==> src/rtl/nibport_pkg.sv <==
package nibport_pkg;

    localparam int NIB_W    = 4;
    localparam int PHASE_W  = 2;

    // Phase within a nibble slot; the nibble clock rises entering phase 0.
    localparam logic [PHASE_W-1:0] CAP_PHASE  = 2'd2; // edge leaving it is the 3rd after the rise
    localparam logic [PHASE_W-1:0] LOAD_PHASE = 2'd3;

    typedef logic [NIB_W-1:0] nib_t;

    typedef struct packed {
        logic first;  // slot 0 of the frame
        logic ovh;    // slot reserved for overhead
        nib_t data;
    } slot_cap_t;

    function automatic logic nclk_level(input logic [PHASE_W-1:0] ph);
        return (ph < 2'd2);
    endfunction

endpackage

==> src/rtl/nibport_timebase.sv <==
module nibport_timebase
    import nibport_pkg::*;
#(
    parameter int FRAME_BITS = 1536,
    parameter int OH_BITS    = 12,
    localparam int CNT_W     = $clog2(FRAME_BITS)
) (
    input  logic             clk,
    input  logic             rst,
    input  logic             restart_i,
    output logic [CNT_W-1:0] cnt_o,
    output logic             nib_clk_o,
    output logic             ovh_o
);

    localparam logic [CNT_W-1:0] LAST   = CNT_W'(FRAME_BITS - 1);
    localparam logic [CNT_W-1:0] OH_LIM = CNT_W'(OH_BITS);

    logic [CNT_W-1:0] cnt_q, cnt_next;

    always_comb begin
        if (restart_i || cnt_q == LAST) cnt_next = '0;
        else                             cnt_next = cnt_q + 1'b1;
    end

    always_ff @(posedge clk) begin
        if (rst) begin
            cnt_q     <= LAST;
            nib_clk_o <= 1'b0;
            ovh_o     <= 1'b0;
        end else begin
            cnt_q     <= cnt_next;
            nib_clk_o <= nclk_level(cnt_next[PHASE_W-1:0]);
            ovh_o     <= (cnt_next < OH_LIM);
        end
    end

    assign cnt_o = cnt_q;

endmodule

==> src/rtl/nibport_fref_sync.sv <==
module nibport_fref_sync #(
    parameter int STAGES = 2
) (
    input  logic clk,
    input  logic rst,
    input  logic fref_i,
    output logic rise_o
);

    logic [STAGES-1:0] sync_q;
    logic              last_q;

    generate
        if (STAGES == 1) begin : g_one
            always_ff @(posedge clk) begin
                if (rst) sync_q <= '0;
                else     sync_q <= fref_i;
            end
        end else begin : g_chain
            always_ff @(posedge clk) begin
                if (rst) sync_q <= '0;
                else     sync_q <= {sync_q[STAGES-2:0], fref_i};
            end
        end
    endgenerate

    always_ff @(posedge clk) begin
        if (rst) last_q <= 1'b0;
        else     last_q <= sync_q[STAGES-1];
    end

    assign rise_o = sync_q[STAGES-1] & ~last_q;

endmodule

==> src/rtl/nibport_capture.sv <==
module nibport_capture
    import nibport_pkg::*;
(
    input  logic               clk,
    input  logic               rst,
    input  logic [PHASE_W-1:0] phase_i,
    input  logic               ovh_i,
    input  logic               first_i,
    input  nib_t               nib_i,
    output logic               ser_o,
    output logic               sof_o
);

    slot_cap_t hold_q;
    nib_t      shift_q;
    logic      sof_q;

    always_ff @(posedge clk) begin
        if (rst) begin
            hold_q <= '0;
        end else if (phase_i == CAP_PHASE) begin
            hold_q <= '{first: first_i, ovh: ovh_i, data: nib_i};
        end
    end

    always_ff @(posedge clk) begin
        if (rst) begin
            shift_q <= '0;
            sof_q   <= 1'b0;
        end else if (phase_i == LOAD_PHASE) begin
            shift_q <= hold_q.ovh ? '0 : hold_q.data;
            sof_q   <= hold_q.first;
        end else begin
            shift_q <= {shift_q[NIB_W-2:0], 1'b0};
            sof_q   <= 1'b0;
        end
    end

    assign ser_o = shift_q[NIB_W-1];
    assign sof_o = sof_q;

endmodule

==> src/rtl/nibble_tx_port.sv <==
module nibble_tx_port
    import nibport_pkg::*;
#(
    parameter int FRAME_BITS  = 1536,
    parameter int OH_BITS     = 12,
    parameter int SYNC_STAGES = 2
) (
    input  logic       clk,
    input  logic       rst,
    input  logic       fref_i,
    input  logic [3:0] nib_i,
    output logic       nib_clk_o,
    output logic       ovh_ind_o,
    output logic       ser_o,
    output logic       sof_o
);

    localparam int CNT_W = $clog2(FRAME_BITS);

    logic             restart_w;
    logic [CNT_W-1:0] cnt_w;
    logic             first_slot;

    nibport_fref_sync #(.STAGES(SYNC_STAGES)) u_sync (
        .clk    (clk),
        .rst    (rst),
        .fref_i (fref_i),
        .rise_o (restart_w)
    );

    nibport_timebase #(.FRAME_BITS(FRAME_BITS), .OH_BITS(OH_BITS)) u_tbase (
        .clk       (clk),
        .rst       (rst),
        .restart_i (restart_w),
        .cnt_o     (cnt_w),
        .nib_clk_o (nib_clk_o),
        .ovh_o     (ovh_ind_o)
    );

    assign first_slot = (cnt_w[CNT_W-1:PHASE_W] == '0);

    nibport_capture u_cap (
        .clk     (clk),
        .rst     (rst),
        .phase_i (cnt_w[PHASE_W-1:0]),
        .ovh_i   (ovh_ind_o),
        .first_i (first_slot),
        .nib_i   (nib_i),
        .ser_o   (ser_o),
        .sof_o   (sof_o)
    );

endmodule

==> config.mk <==
export PLATFORM = sky130hd
export DESIGN_NAME = nibble_tx_port
export DESIGN_NICKNAME = d
export VERILOG_FILES = /design/src/rtl/nibport_pkg.sv /design/src/rtl/nibport_timebase.sv /design/src/rtl/nibport_fref_sync.sv /design/src/rtl/nibport_capture.sv /design/src/rtl/nibble_tx_port.sv
export SDC_FILE = /design/constraint.sdc
export NUM_CORES = 1
export LEC_CHECK = 0
export CORE_MARGIN = 10
export CORE_UTILIZATION = 36
export DETAILED_ROUTE_END_ITERATION = 10
export DONT_BUFFER_PORTS = 1
export PLACE_DENSITY = 0.62
export SLEW_MARGIN = 20
export SYNTH_ARGS = -nofsm -noshare
export SYNTH_HDL_FRONTEND = slang
export SYNTH_HIERARCHICAL = 1
export SYNTH_SLANG_ARGS = --single-unit
==> constraint.sdc <==
create_clock -name clk -period 2.4 [get_ports clk]
set_input_delay 0.12 -clock clk [delete_from_list [all_inputs] [get_ports clk]]
set_output_delay 0.12 -clock clk [all_outputs]
set_load 0.05 [all_outputs]
==> flow_summary.ini <==
[synth]
synth.cell_area_um2 = 1210
synthTopCellsByCount = 27 x dfxtp_1, 10 x nor2_1, 7 x mux2i_1, 7 x nand2_1, 6 x xor2_1
yosysTopAreaCell = dfxtp_1
async_flop_share = 0
synth_edf_count = 0
syn_inst = 120
synthTopCellsByArea = dfxtp_1 45%, mux2i_1 5.8%, xor2_1 4.3%
ys_ff_latch = 27
synth-seq-area-share = 0.447
synthesis.nets = 128
syn_avg_cell_area_um2 = 10.1
synthMostInstantiatedCell = dfxtp_1
ys.flop_type = dfxtp_1
yosys_warnings = 6
netlist.area_leader.share = 0.447
yosysUniqueCellTypes = 43

[setup_path]
crit_end = u_tbase/ovh_o$_SDFF_PP0_
reg2reg_to = u_tbase/ovh_o$_SDFF_PP0_
required_ps = 2660
path_delay_family = simple AND/OR/NAND/NOR gates
r2r-start = u_tbase/cnt_o[1]$_SDFF_PP1_
slowest_stage = dfxtp_1
cp-start-kind = flop
crit_buf_inv = 0
ff2ff_path_depth = 6
cp-end-kind = flop
path_class = flop to flop
cp.depth = 6
crit_chain = ha_1 -> nand2_1 -> nor3_4 -> mux2i_1 -> a21oi_2 -> nor3_2
cp.arrival_ps = 2170
r2r_slack_ps = 500
worst-path-max-fanout = 10
crit_start = u_tbase/cnt_o[1]$_SDFF_PP1_
cpPeakStageDelay_ps = 530

[routing]
avgRoutedWirePerCell_um = 13.1
dr.pass1.iters = 5
drtAntennaViolNets = 0
vias = 827
drc = 0
drt-initial-drc-count = 67
totalWireLength_um = 2210
vias_per_cell = 4.89

[timing]
finalCriticalPeriod_ps = 1900
fin_skew_ps = 1.06
hold_ws_ps = 445
worst_pin_slew_ps = 839
setup_violations = 0
rsz0062_at_grt = no
tns_ps = 0
maxSlewViolCount = 0
finalHoldViolations = 0
max_freq_mhz = 525
timing.final.crit_share = 0.793
slew_headroom = 0.439

[cts]
cts_tree = done
cts_sinks = 27
clk_path_buf_depth = 2
postCtsSetupRepairBufs = 0
clkTransAtPathRegs_ps = 140
root_buffer = clkbuf_4
clk-insertion-delay-late_ps = 320
cts_resized = 0
cts_buffers = 3
cts_max_level = 1

[final_layout]
n_antenna_cell = 0
area_delta_synth_final_pct = 9.41
fin_nets = 134
drive_gt1_frac = 0.136

[run]
drv_cap = 0

[floorplanning]
die_y_um = 78.0
fp.dieW_um = 78.0
core_area_um2 = 3130
die_area_um2 = 6080
start_util = 0.387
pin_count = 11
fp-row-count = 20

[power_and_ir_drop]
p_per_area_nw_per_um2 = 1060
p_leak_nw = 0.496
peakVddDrop_mv = 0.296

[global_routing]
grt_pass1_wl_um = 3800
grt_pass1_vias = 824
grt_max_degree = 26
grt_overflow = 0
grtUsageTotal = 0.0775
antenna_found_initial = 0

[outcome]
status = finished clean

[placed_design]
hpwl_um = 1570
io_buffer_count = 0
place_congestion = 0.842

[hold_path]
min_from = fref_i
hold_class = input port to flop
==> cells in the final DEF, fill, tap and decap left out, types with 2 or more instances in the layout <==
cell type,count
nand3_1,5
a21oi_1,3
o21bai_1,4
dlygate4sd3_1,6
xnor2_1,4
dfxtp_1,27
nand2_1,7
a21o_1,4
mux2i_1,7
nand4b_1,3
a21oi_2,2
nor3_1,3
o21a_1,2
nor2b_1,3
nor2_1,10
clkbuf_4,3
xor2_1,6
==> routing by layer <==
layer	vias up	GRT usage	wire, µm
met5	-	0	0
met1	380	0.0890	1040
met4	0	0.0538	61
met3	4	0.0242	77
li1	435	-	-
met2	8	0.120	1040
==> worst register-to-register path, delay by kind of cell (launching register included) <==
kind	cells	cell delay [ps]
adders and majority gates	1	360
and+or+nand+nor	3	560
AOI/OAI and AO/OA	1	90
muxes	1	310
DFF	1	530
==> power by group <==
group / internal [W] / switching [W]
Combinational: 0.000244 / 0.000253
Clock: 0.0000626 / 0.000132
Sequential: 0.000536 / 0.000172
==> final cells by class <==
| type | instances | area, µm² |
|---|---|---|
| Fill cell | 309 | 1800 |
| Multi-Input combinational cell | 86 | 633 |
| Sequential cell | 27 | 541 |
| Timing Repair Buffer | 6 | 60.1 |
| Tap cell | 44 | 55.1 |
| Clock buffer | 3 | 22.5 |
| Inverter | 2 | 7.51 |
| Clock inverter | 1 | 5.00 |
==> flip-flops by register name, summed over array words and instances (netlist names) <==
signal	count
u_tbase/nib_clk_o	1
u_sync/last_q	1
u_cap/hold_q	6
u_sync/sync_q	2
u_cap/shift_q	4
u_cap/sof_o	1
u_tbase/cnt_o	11
u_tbase/ovh_o	1
==> worst min-delay path by stage <==
stage | cells past startpoint | slack [ps] | to
after floorplan | 1 | 190 | u_sync/last_q$_SDFF_PP0_
after global placement | 1 | 190 | u_sync/sync_q[1]$_SDFF_PP0_
after detailed placement | 1 | 200 | u_sync/last_q$_SDFF_PP0_
after CTS | 2 | 430 | u_sync/sync_q[0]$_SDFF_PP0_
after global routing | 2 | 460 | u_sync/sync_q[0]$_SDFF_PP0_
final | 2 | 450 | u_sync/sync_q[0]$_SDFF_PP0_
==> cells by family (layout without fill, tap and decap cells) <==
kind of cell             after synthesis  count (layout)  share of synthesized area
AND/OR/NAND/NOR                       45              45                      0.229
flip-flops                            27              27                      0.447
XOR/XNOR                              10              10                     0.0724
buffers and inverters                  7              12                     0.0300
multiplexers                           7               7                     0.0579
adder cells (fa/ha/maj)                1               1                     0.0103
AO/OA/AOI/OAI                         23              23                      0.154
==> what timing repair did <==
action / 4_1_cts / 5_1_grt
setup endpoints to repair: 0 / 0
hold endpoints to repair: 27 / 0
hold buffers: 6 / 0
==> stage by stage <==
stage / total power [W] / instances / area, µm² / setup slack [ps] / utilization
after floorplan: 0.00113 / 120 / 1210 / 744 / -
after global placement: 0.00120 / 159 / 1240 / 653 / 0.395
after detailed placement: 0.00120 / 159 / 1240 / 510 / 0.395
after CTS: 0.00141 / 169 / 1320 / 471 / 0.423
after global routing: 0.00151 / 169 / 1320 / 278 / 0.423
final: 0.00140 / 169 / 1320 / 496 / 0.423
No activity file was read; power rests on OpenSTA's default activity.
